==> src/rtl/i2c_rs_pkg.sv <==
package i2c_rs_pkg;

    localparam logic [7:0] RA_CTRL   = 8'h00;
    localparam logic [7:0] RA_IRQ_EN = 8'h01;
    localparam logic [7:0] RA_FLAGS  = 8'h02;
    localparam logic [7:0] RA_STATUS = 8'h03;
    localparam logic [7:0] RA_GP0    = 8'h04;
    localparam logic [7:0] RA_MEM_A  = 8'h10;
    localparam logic [7:0] RA_MEM_B  = 8'h11;

    localparam int EVT_W = 8;

    typedef enum logic [2:0] {
        ST_IDLE,
        ST_ADDR,
        ST_ADDR_ACK,
        ST_RX,
        ST_RX_ACK,
        ST_TX,
        ST_TX_ACK
    } bus_state_e;

    function automatic logic is_mem_port(input logic [7:0] a);
        return (a == RA_MEM_A) || (a == RA_MEM_B);
    endfunction

endpackage

==> src/rtl/i2c_rs_sync.sv <==
module i2c_rs_sync #(
    parameter int STAGES = 2
) (
    input  logic clk,
    input  logic rst_n,
    input  logic scl_i,
    input  logic sda_i,
    output logic sda_s,
    output logic scl_rise,
    output logic scl_fall,
    output logic bus_start,
    output logic bus_stop
);

    typedef struct packed {
        logic [STAGES-1:0] scl_pipe;
        logic [STAGES-1:0] sda_pipe;
        logic              scl_prev;
        logic              sda_prev;
    } sync_t;

    sync_t q, d;
    logic  scl_s;

    always_comb begin
        d          = q;
        d.scl_pipe = {q.scl_pipe[STAGES-2:0], scl_i};
        d.sda_pipe = {q.sda_pipe[STAGES-2:0], sda_i};
        d.scl_prev = q.scl_pipe[STAGES-1];
        d.sda_prev = q.sda_pipe[STAGES-1];
    end

    always_ff @(posedge clk or negedge rst_n) begin
        if (!rst_n) q <= '1;
        else        q <= d;
    end

    assign scl_s     = q.scl_pipe[STAGES-1];
    assign sda_s     = q.sda_pipe[STAGES-1];
    assign scl_rise  = scl_s & ~q.scl_prev;
    assign scl_fall  = ~scl_s & q.scl_prev;
    assign bus_start = scl_s & q.scl_prev & q.sda_prev & ~sda_s;
    assign bus_stop  = scl_s & q.scl_prev & ~q.sda_prev & sda_s;

endmodule

==> src/rtl/i2c_rs_engine.sv <==
module i2c_rs_engine
    import i2c_rs_pkg::*;
#(
    parameter logic [6:0] DEV_ADDR_BASE = 7'h6E,
    parameter int         MEM_DEPTH     = 16,
    localparam int        IDX_W         = $clog2(MEM_DEPTH + 1)
) (
    input  logic             clk,
    input  logic             rst_n,
    input  logic             addr_sel,
    input  logic             sda_s,
    input  logic             scl_rise,
    input  logic             scl_fall,
    input  logic             bus_start,
    input  logic             bus_stop,
    input  logic [7:0]       rd_data,
    output logic             sda_oe,
    output logic [7:0]       reg_addr,
    output logic [7:0]       data_byte,
    output logic             wr_en,
    output logic             mem_we,
    output logic             mem_sel,
    output logic [IDX_W-1:0] mem_idx,
    output logic             rd_load
);

    localparam logic [IDX_W-1:0] DEPTH_C = IDX_W'(MEM_DEPTH);

    typedef struct packed {
        bus_state_e       st;
        logic [3:0]       cnt;
        logic [7:0]       sr;
        logic             oe;
        logic             rw;
        logic             first;
        logic             mack;
        logic [7:0]       ra;
        logic [IDX_W-1:0] idx;
    } eng_t;

    eng_t       q, d;
    logic [6:0] own_addr;

    assign own_addr = {DEV_ADDR_BASE[6:1], addr_sel};

    always_comb begin
        d       = q;
        wr_en   = 1'b0;
        mem_we  = 1'b0;
        rd_load = 1'b0;
        if (bus_start) begin
            d.st    = ST_ADDR;
            d.cnt   = '0;
            d.oe    = 1'b0;
            d.first = 1'b1;
        end else if (bus_stop) begin
            d.st = ST_IDLE;
            d.oe = 1'b0;
        end else begin
            case (q.st)
                ST_ADDR, ST_RX: begin
                    if (scl_rise && q.cnt < 4'd8) begin
                        d.sr  = {q.sr[6:0], sda_s};
                        d.cnt = q.cnt + 4'd1;
                    end else if (scl_fall && q.cnt == 4'd8) begin
                        if (q.st == ST_ADDR) begin
                            if (q.sr[7:1] == own_addr) begin
                                d.oe = 1'b1;
                                d.rw = q.sr[0];
                                d.st = ST_ADDR_ACK;
                            end else begin
                                d.st = ST_IDLE;
                            end
                        end else begin
                            d.oe = 1'b1;
                            d.st = ST_RX_ACK;
                            if (q.first) begin
                                d.ra    = q.sr;
                                d.first = 1'b0;
                                if (is_mem_port(q.sr)) d.idx = '0;
                            end else if (is_mem_port(q.ra)) begin
                                if (q.idx < DEPTH_C) begin
                                    mem_we = 1'b1;
                                    d.idx  = q.idx + 1'b1;
                                end
                            end else begin
                                wr_en = 1'b1;
                                d.ra  = q.ra + 8'd1;
                            end
                        end
                    end
                end
                ST_ADDR_ACK: begin
                    if (scl_fall) begin
                        d.cnt = '0;
                        if (q.rw) begin
                            rd_load = 1'b1;
                            d.sr    = rd_data;
                            d.oe    = ~rd_data[7];
                            d.st    = ST_TX;
                        end else begin
                            d.oe = 1'b0;
                            d.st = ST_RX;
                        end
                    end
                end
                ST_RX_ACK: begin
                    if (scl_fall) begin
                        d.oe  = 1'b0;
                        d.cnt = '0;
                        d.st  = ST_RX;
                    end
                end
                ST_TX: begin
                    if (scl_fall) begin
                        if (q.cnt == 4'd7) begin
                            d.oe = 1'b0;
                            d.st = ST_TX_ACK;
                        end else begin
                            d.cnt = q.cnt + 4'd1;
                            d.sr  = {q.sr[6:0], 1'b0};
                            d.oe  = ~q.sr[6];
                        end
                    end
                end
                ST_TX_ACK: begin
                    if (scl_rise) begin
                        d.mack = ~sda_s;
                    end else if (scl_fall) begin
                        if (q.mack) begin
                            rd_load = 1'b1;
                            d.sr    = rd_data;
                            d.oe    = ~rd_data[7];
                            d.cnt   = '0;
                            d.st    = ST_TX;
                        end else begin
                            d.st = ST_IDLE;
                        end
                    end
                end
                default: ;
            endcase
        end
    end

    always_ff @(posedge clk or negedge rst_n) begin
        if (!rst_n) q <= '{st: ST_IDLE, default: '0};
        else        q <= d;
    end

    assign sda_oe    = q.oe;
    assign reg_addr  = q.ra;
    assign data_byte = q.sr;
    assign mem_sel   = (q.ra == RA_MEM_B);
    assign mem_idx   = q.idx;

endmodule

==> src/rtl/i2c_rs_regs.sv <==
module i2c_rs_regs
    import i2c_rs_pkg::*;
#(
    parameter int NUM_GP    = 4,
    parameter int MEM_DEPTH = 16,
    localparam int MEM_AW   = $clog2(MEM_DEPTH)
) (
    input  logic              clk,
    input  logic              rst_n,
    input  logic [7:0]        reg_addr,
    input  logic [7:0]        data_byte,
    input  logic              wr_en,
    input  logic              rd_load,
    input  logic              mem_we,
    input  logic              mem_sel,
    input  logic [MEM_AW-1:0] mem_waddr,
    input  logic              bus_stop,
    input  logic [EVT_W-1:0]  evt_i,
    input  logic [MEM_AW-1:0] mema_raddr,
    input  logic [MEM_AW-1:0] memb_raddr,
    output logic [7:0]        rd_data,
    output logic [EVT_W-1:0]  irq_en,
    output logic              irq_oe,
    output logic              soft_rst,
    output logic [7:0]        mema_rdata,
    output logic [7:0]        memb_rdata
);

    typedef struct packed {
        logic [7:0]             ctrl;
        logic [EVT_W-1:0]       en;
        logic [EVT_W-1:0]       flags;
        logic [NUM_GP-1:0][7:0] gp;
        logic                   srst;
    } regs_t;

    regs_t q, d;

    always_comb begin
        rd_data = 8'h00;
        if (reg_addr == RA_CTRL)   rd_data = q.ctrl;
        if (reg_addr == RA_IRQ_EN) rd_data = q.en;
        if (reg_addr == RA_FLAGS)  rd_data = q.flags;
        if (reg_addr == RA_STATUS) rd_data = evt_i;
        for (int i = 0; i < NUM_GP; i++) begin
            if (reg_addr == RA_GP0 + 8'(i)) rd_data = q.gp[i];
        end
    end

    always_comb begin
        d      = q;
        d.srst = 1'b0;
        if (wr_en) begin
            if (reg_addr == RA_CTRL)   d.ctrl = data_byte;
            if (reg_addr == RA_IRQ_EN) d.en   = data_byte;
            for (int i = 0; i < NUM_GP; i++) begin
                if (reg_addr == RA_GP0 + 8'(i)) d.gp[i] = data_byte;
            end
        end
        if (rd_load && reg_addr == RA_FLAGS) d.flags = '0;
        d.flags = d.flags | evt_i;
        if (bus_stop && q.ctrl[0]) begin
            d.srst    = 1'b1;
            d.ctrl[0] = 1'b0;
        end
    end

    always_ff @(posedge clk or negedge rst_n) begin
        if (!rst_n) q <= '0;
        else        q <= d;
    end

    logic [1:0][7:0] mem_rd;

    for (genvar m = 0; m < 2; m++) begin : g_mem
        localparam logic SEL = (m == 1);
        logic [MEM_DEPTH-1:0][7:0] cell_q, cell_d;

        always_comb begin
            cell_d = cell_q;
            if (mem_we && mem_sel == SEL) cell_d[mem_waddr] = data_byte;
        end

        always_ff @(posedge clk or negedge rst_n) begin
            if (!rst_n) cell_q <= '0;
            else        cell_q <= cell_d;
        end

        assign mem_rd[m] = cell_q[(m == 0) ? mema_raddr : memb_raddr];
    end

    assign mema_rdata = mem_rd[0];
    assign memb_rdata = mem_rd[1];
    assign irq_en     = q.en;
    assign irq_oe     = |(q.flags & q.en);
    assign soft_rst   = q.srst;

endmodule

==> src/rtl/i2c_regslave.sv <==
module i2c_regslave
    import i2c_rs_pkg::*;
#(
    parameter logic [6:0] DEV_ADDR_BASE = 7'h6E,
    parameter int         NUM_GP        = 4,
    parameter int         MEM_DEPTH     = 16,
    parameter int         SYNC_STAGES   = 2
) (
    input  logic                         clk,
    input  logic                         rst_n,
    input  logic                         addr_sel,
    input  logic                         scl_i,
    input  logic                         sda_i,
    output logic                         sda_oe,
    output logic                         irq_oe,
    input  logic [7:0]                   evt_i,
    output logic                         soft_rst,
    input  logic [$clog2(MEM_DEPTH)-1:0] mema_raddr,
    output logic [7:0]                   mema_rdata,
    input  logic [$clog2(MEM_DEPTH)-1:0] memb_raddr,
    output logic [7:0]                   memb_rdata
);

    localparam int MEM_AW = $clog2(MEM_DEPTH);
    localparam int IDX_W  = $clog2(MEM_DEPTH + 1);

    logic             sda_s, scl_rise, scl_fall, bus_start, bus_stop;
    logic [7:0]       reg_addr, data_byte, rd_data;
    logic             wr_en, mem_we, mem_sel, rd_load;
    logic [IDX_W-1:0] mem_idx;
    logic [7:0]       irq_en;

    i2c_rs_sync #(.STAGES(SYNC_STAGES)) u_sync (
        .clk       (clk),
        .rst_n     (rst_n),
        .scl_i     (scl_i),
        .sda_i     (sda_i),
        .sda_s     (sda_s),
        .scl_rise  (scl_rise),
        .scl_fall  (scl_fall),
        .bus_start (bus_start),
        .bus_stop  (bus_stop)
    );

    i2c_rs_engine #(.DEV_ADDR_BASE(DEV_ADDR_BASE), .MEM_DEPTH(MEM_DEPTH)) u_engine (
        .clk       (clk),
        .rst_n     (rst_n),
        .addr_sel  (addr_sel),
        .sda_s     (sda_s),
        .scl_rise  (scl_rise),
        .scl_fall  (scl_fall),
        .bus_start (bus_start),
        .bus_stop  (bus_stop),
        .rd_data   (rd_data),
        .sda_oe    (sda_oe),
        .reg_addr  (reg_addr),
        .data_byte (data_byte),
        .wr_en     (wr_en),
        .mem_we    (mem_we),
        .mem_sel   (mem_sel),
        .mem_idx   (mem_idx),
        .rd_load   (rd_load)
    );

    i2c_rs_regs #(.NUM_GP(NUM_GP), .MEM_DEPTH(MEM_DEPTH)) u_regs (
        .clk        (clk),
        .rst_n      (rst_n),
        .reg_addr   (reg_addr),
        .data_byte  (data_byte),
        .wr_en      (wr_en),
        .rd_load    (rd_load),
        .mem_we     (mem_we),
        .mem_sel    (mem_sel),
        .mem_waddr  (mem_idx[MEM_AW-1:0]),
        .bus_stop   (bus_stop),
        .evt_i      (evt_i),
        .mema_raddr (mema_raddr),
        .memb_raddr (memb_raddr),
        .rd_data    (rd_data),
        .irq_en     (irq_en),
        .irq_oe     (irq_oe),
        .soft_rst   (soft_rst),
        .mema_rdata (mema_rdata),
        .memb_rdata (memb_rdata)
    );

endmodule

==> config.mk <==
export PLATFORM = sky130hd
export DESIGN_NAME = i2c_regslave
export DESIGN_NICKNAME = d
export VERILOG_FILES = /design/src/rtl/i2c_rs_pkg.sv /design/src/rtl/i2c_rs_sync.sv /design/src/rtl/i2c_rs_engine.sv /design/src/rtl/i2c_rs_regs.sv /design/src/rtl/i2c_regslave.sv
export SDC_FILE = /design/constraint.sdc
export NUM_CORES = 1
export LEC_CHECK = 0
export CAP_MARGIN = 30
export CORE_MARGIN = 5
export CORE_UTILIZATION = 64
export DETAILED_ROUTE_END_ITERATION = 10
export DONT_BUFFER_PORTS = 1
export PLACE_DENSITY = 0.8
export SKIP_CTS_REPAIR_TIMING = 1
export SKIP_LAST_GASP = 1
export SYNTH_ARGS = -nofsm -noshare
export SYNTH_HDL_FRONTEND = slang
export SYNTH_SLANG_ARGS = --single-unit
==> constraint.sdc <==
create_clock -name clk -period 3 [get_ports clk]
set_input_delay 0.3 -clock clk [delete_from_list [all_inputs] [get_ports clk]]
set_output_delay 0.3 -clock clk [all_outputs]
set_load 0.1 [all_outputs]
---- Word level (Yosys, flattened, before mapping) ----
Cells that the tools add are included.
word-level totals
  output and inout bits ................... 19
  word-level logic and storage cells ...... 265
  input bits .............................. 21
  register bits after elaboration ......... 351
operators by class
  $lt $le $gt $ge ......................... 6
  muxes and demuxes ....................... 94
  add/sub/neg operators ................... 3
  reduce and logical (&&, ||, !) cells .... 37
  bitwise operators ....................... 20
  eq/ne operators ......................... 51
operators with widths
  cell                                                                      count
  128-bit bitwise mux                                                       2
  8-bit 2-to-1 mux                                                          15
  13-bit 2-to-1 mux                                                         6
  8-bit binary-select mux with 4-bit select                                 2
  16-bit 2-to-1 mux                                                         4
  1-bit 2-to-1 mux                                                          39
  12-bit 2-to-1 mux                                                         3
  7-bit case mux with 5 select lines                                        1
  8-bit demux with 4-bit select                                             1
  8-bit by 3-bit equality test with 1-bit output (second input constant)    4
  8-bit by 5-bit equality test with 1-bit output (second input constant)    4
  8-bit case mux with 4 select lines                                        1
  4-bit by 2-bit inequality test with 1-bit output (second input constant)  7
  3-bit 2-to-1 mux                                                          9
  10-bit AND reduction                                                      2
  3-bit by 2-bit inequality test with 1-bit output (second input constant)  6
  9-bit AND reduction                                                       2
  8-bit by 2-bit equality test with 1-bit output (second input constant)    2
  4-bit by 5-bit < comparator with 1-bit output (second input constant)     3
  15-bit 2-to-1 mux                                                         1
  5-bit 2-to-1 mux                                                          3
  7-bit 2-to-1 mux                                                          2
  2-bit by 1-bit inequality test with 1-bit output (second input constant)  7
  2-bit AND reduction                                                       7
  other kinds (38)                                                          78

---- Longest topological paths before layout ----
  depth in word-level cells ............... 16
  mapped depth ............................ 10
  depth with buffers taken out ............ 7

---- By module ----
From an unflattened synthesis, not the netlist that was laid out.
second synthesis, totals
  cell total of the unflattened synthesis .. 1234
  area total of the unflattened synthesis .. 16948.8 µm²
by module, submodules not included
  module         times used  cells an instance  sequential area each (µm²)  area an instance (µm²)
  i2c_rs_regs    1           959                7832.5                      14493.9
  i2c_rs_engine  1           265                800.8                       2264.7
  i2c_rs_sync    1           10                 157.7                       190.2

---- Worst setup path before layout ----
Ideal clock, no wire load.
  path kind ............................... input-to-output
  start point ............................. input mema_raddr[0]
  end point ............................... output mema_rdata[0]
  slack ................................... 335 ps
  stages on the path ...................... 4
  arrival ................................. 2365 ps
  data required time ...................... 2700 ps
  path buffers ............................ 2
  cells stage by stage .................... clkbuf_1 buf_1 mux4_2 mux4_2
on the way
  cells in the longest elaborated chain, start to end .. 2
RTL lines
  what                                       RTL line            source
  start: declaration                         i2c_regslave.sv:18  input logic [$clog2(MEM_DEPTH)-1:0] mema_raddr,
  8-bit binary-select mux with 4-bit select  i2c_rs_regs.sv:89   assign mem_rd[m] = cell_q[(m == 0) ? mema_raddr : memb_raddr];
  8-bit 2-to-1 mux                           i2c_rs_regs.sv:89
  end: declaration                           i2c_regslave.sv:19  output logic [7:0] mema_rdata,
No other way between the ends. The select of a mux whose other input is x is not followed.

---- Final worst setup path ----
  start point ............................. register u_engine.q[25] in the netlist's numbering
  end point ............................... register u_regs.g_mem[0].cell_q[73] in the netlist's numbering
on the way
  cells in the longest elaborated chain, start to end .. 8
  elaborated cells on any way between the ends .. 10
  classes of those cells .................. order compare (1); eq/ne (1); mux (5); reduce/logical (3)
RTL lines
  what                                                                        RTL line              source
  start: declaration                                                          i2c_rs_engine.sv:41   eng_t q, d;
  start signal: assignment                                                    i2c_rs_engine.sv:147  if (!rst_n) q <= '{st: ST_IDLE, default: '0};
  start signal: assignment                                                    i2c_rs_engine.sv:148  else q <= d;
  parallel branches: the longest is 3 deep, another holds 4-bit < comparator  --
  1-bit 2-to-1 mux *                                                          i2c_rs_engine.sv:62   if (scl_rise && q.cnt < 4'd8) begin
  1-bit 2-to-1 mux *                                                          i2c_rs_engine.sv:60   case (q.st)
  1-bit 2-to-1 mux *                                                          i2c_rs_engine.sv:56   end else if (bus_stop) begin
  1-bit 2-to-1 mux *                                                          i2c_rs_engine.sv:51   if (bus_start) begin
  1-bit logical AND *                                                         i2c_rs_regs.sv:81     if (mem_we && mem_sel == SEL) cell_d[mem_waddr] = data_byte;
  end signal: assignment                                                      i2c_rs_regs.sv:86     else cell_q <= cell_d;
  end: declaration                                                            i2c_rs_regs.sv:77     logic [MEM_DEPTH-1:0][7:0] cell_q, cell_d;
Every way passes the cells marked *.
A chain may end at the register's enable or synchronous reset.

==> impl_summary.log <==
[metrics] final design instance area without fill: 18,700 um2
[metrics] overall track demand over capacity in global routing: 25.5%
[metrics] routed wire length: between 30,000 and 40,000 um
[metrics] worst slack on hold paths: -0.499 ns
[metrics] row count: 59
[metrics] register area: a little under 9000 um2
[metrics] residual DRC count: 0
[metrics] most numerous cell in the Yosys netlist: dfrtp_1
[metrics] share of the synthesized area in the top cell type: 51.0%
[metrics] M1 GR Usage: 36.2%
[metrics] setup total negative slack: 0 ns
[metrics] Critical Path End Type: flop
[metrics] final hold violation count: roughly 350
[metrics] fraction of the yosys area taken by sequential cells: between 50% and 60%
[metrics] cell types occupying the most area after synthesis: dfrtp_1 51%, mux2_2 20%, mux4_2 11%
[metrics] final weighted congestion in routability-driven placement: between 0.8 and 0.9
[metrics] fin. max-slew vios: 0
[metrics] data required time of the worst path: 3.39 ns
[metrics] source-to-sink clock delay at the later pin of the worst-skew pair: 0.52 ns
[metrics] number of global-route vias before repair: 10,900
[metrics] number of vias per cell after detailed routing: 6.72
[metrics] Syn. warnings: 0
[metrics] Post-Route Skew: between 0.015 and 0.02 ns
[metrics] slowest library cell on the worst path: or4_1
[metrics] Die Span X: about 170 um
[metrics] Synth Flop Type: dfrtp_1
[metrics] Final Cycle Share: a little over nine tenths
[metrics] worst-case setup slack after placement: about 0.18 ns
[metrics] Post-synth EDFFs: 0
[metrics] status: finished with violations
[metrics] clock tree from TritonCTS: built
[metrics] final setup fails: 0
[metrics] met3 global-route usage: 4.59%
[metrics] die outline area: slightly below 30,000 um2
[metrics] area of the core: about 26,000 um2
[metrics] leakage power total: ~0.0088 uW
[metrics] final standard cell count with taps included and fillers excluded: approximately 1,600
[metrics] unrepaired setup endpoints after global routing: no
[metrics] detail-routed net length per standard cell: 24.1 um
[metrics] number of CTS-inserted buffers: 38
[metrics] dpl cell area: 17,300 um2
[metrics] vertical die dimension: around 170 um
[metrics] antenna violations before repair: 0
[metrics] vias post-DR: about 11,000
[metrics] most numerous cell types in the synthesized netlist: 345 x dfrtp_1, 304 x mux2_2, 80 x mux4_2
[metrics] remaining max-slew budget at the tightest pin: 21.1%
[metrics] final HPWL from detailed placement: approximately 24,000 um
[metrics] pin slew with the least headroom to its limit: around 1.2 ns
[metrics] violations in the final reports: negative hold slack
[metrics] highest net fanout along the worst path: 11
[metrics] post-synth net total: roughly 1,200
[metrics] mapped cell area: 16,900 um2
[metrics] post-synthesis to final-layout area growth: 10.5%
[metrics] initial standard-cell utilization of the core: 65.0%
[metrics] max-cap viol count: 0
[metrics] power consumption: 11,900 uW
[metrics] classification of the worst-slack hold path: in -> async
[metrics] highest cell delay on the worst timing path: around 0.80 ns
[metrics] # clock sinks: ~350
[metrics] arrival time of data at the critical path endpoint: approximately 3.2 ns
[metrics] GRT Residual Overflow: 0
[metrics] level count of the clock H-tree: 2
[metrics] Pwr per Cell Area: around 640 nW/um2
[metrics] Peak VDD IR: 0.521 mV
[metrics] maximum clock path buffer count: 3
[metrics] series of cell instances along the critical path: inv_1, ha_1, and3b_1, and4_1, nand2_1, or4_1, mux2_2
[metrics] GRT met2 Usage: between 40 and 50%
[metrics] maximum operating frequency: roughly 350 MHz
[metrics] crit path time final: between 2 and 3 ns
[metrics] DRT antenna net count: 0
[metrics] # diodes: 0
[metrics] Post-Syn Instances: 1,215
[metrics] area taken by multi-input logic gates: just under 8000 um2
[metrics] post-route worst setup slack: 0.146 ns
[metrics] maximum number of pins on one net before global-route repair: 352
[metrics] sort of element at the start of the critical path: flop
[metrics] cell accounting for the most synthesized area: dfrtp_1
[metrics] CP Class: reg -> reg
[metrics] Yosys reg bits: between 300 and 400
[metrics] total of buffers placed on input and output ports: 0
[metrics] clk slew on worst S/H paths: 0.06 ns
[metrics] share of synthesized registers carrying an async set or reset: between 90% and 100%
[metrics] layout cells sized above 1: around 43%
[metrics] DRT iter0 DRCs: roughly 1,000
[metrics] Synth Area per Inst: ~14 um2
[metrics] length of the first detailed-routing pass in iterations: 5
[metrics] top-level port count: 40
[metrics] first-pass GRT wire length: 61,500 um
[metrics] Layout Nets: 1,241
[metrics] Fillers: about 1,700
[metrics] distinct cell type count of the synthesized netlist: 64
[metrics] placed cell count: 1,495
[metrics] busiest layer in global routing: met2
[metrics] buffer type at the clock tree root: clkbuf_16
==> layout by cell type, fill, tap and decap left out, types with 18 or more instances in the layout <==
| cell | synthesis | final |
|---|---|---|
| mux4_2 | 80 | 80 |
| nand3_1 | 21 | 21 |
| a21oi_1 | 29 | 29 |
| mux2_2 | 304 | 304 |
| buf_4 | 1 | 43 |
| clkbuf_16 | 0 | 39 |
| nor2_1 | 23 | 23 |
| o21ai_0 | 26 | 26 |
| dfrtp_1 | 345 | 345 |
| nand2_1 | 34 | 34 |
| inv_1 | 18 | 18 |
==> power breakdown <==
part / internal, uW / total, uW / switching [uW] / leakage, uW
clock network: 3020 / 4860 / 1840 / 0.000642
logic: 658 / 2010 / 1350 / 0.00332
registers: 4860 / 5060 / 202 / 0.00482
total: 8540 / 11900 / 3390 / 0.00878
==> worst max-delay path: cells and delay by family, from the launching register on <==
| family | cells | cell delay [ns] |
|---|---|---|
| adders and majority gates | 1 | 0.15 |
| buffers and inverters | 1 | 0.11 |
| DFF | 1 | 0.41 |
| muxes | 1 | 0.35 |
| and+or+nand+nor | 4 | 1.71 |
==> path summary, 6_finish.rpt <==
check	start	end	slack, ns	depth (start not counted)
setup / recovery	u_engine.q[25]	u_regs.g_mem[0].cell_q[73]	0.15	7
hold / removal	rst_n	u_regs.g_mem[0].cell_q[46]	-0.50	0
setup reg to reg	u_engine.q[25]	u_regs.g_mem[0].cell_q[73]	0.15	7
hold reg to reg	u_sync.d[3]	u_sync.sda_s	0.35	0
max in group asynchronous	rst_n	u_engine.q[29]	2.55	0
min in group clk	evt_i[0]	u_engine.data_byte[0]	0.25	4
==> layout make-up <==
type / count / share of cell area [%]
Sequential cell: 351 / 47.0
Multi-Input combinational cell: 747 / 41.1
Clock buffer: 51 / 5.72
Timing Repair Buffer: 54 / 2.37
Tap cell: 335 / 2.24
Clock inverter: 15 / 1.26
Inverter: 18 / 0.361
==> metal layers <==
metal,vias up,routed length [um]
met5,-,0
met4,0,986
met3,80,2240
met2,360,18600
met1,5540,16100
li1,4573,-
==> through the flow <==
stage	hold slack [ns]	utilization, %
2_1_floorplan	0.00441	-
3_3_place_gp	0.0262	66.4
3_5_place_dp	0.0278	66.4
4_1_cts	-0.517	71.4
5_1_grt	-0.522	71.8
6_report	-0.499	71.8
==> flip-flops by register name, summed over array words and instances, names as in the netlist <==
register             flops
u_regs.q                48
u_regs.soft_rst          1
u_engine.q              10
u_engine.reg_addr        8
u_sync.sda_s             1
u_regs.irq_en            8
u_sync.d                 3
u_sync.q                 2
u_engine.data_byte       8
u_engine.sda_oe          1
u_engine.mem_idx         5
u_regs.g_mem.cell_q    256
==> cells by family (layout without fill, tap and decap cells) <==
group,after synthesis,in the layout,share of synthesized area (%)
muxes,389,389,31.2
DFF,351,351,51.9
and+or+nand+nor,193,193,7.22
AOI/OAI and AO/OA,153,153,6.17
buffers and inverters,117,138,2.67
adders and majority gates,10,10,0.739
xor gates and xnor gates,2,2,0.104
Note: power is estimated with default switching activity, not from simulation.
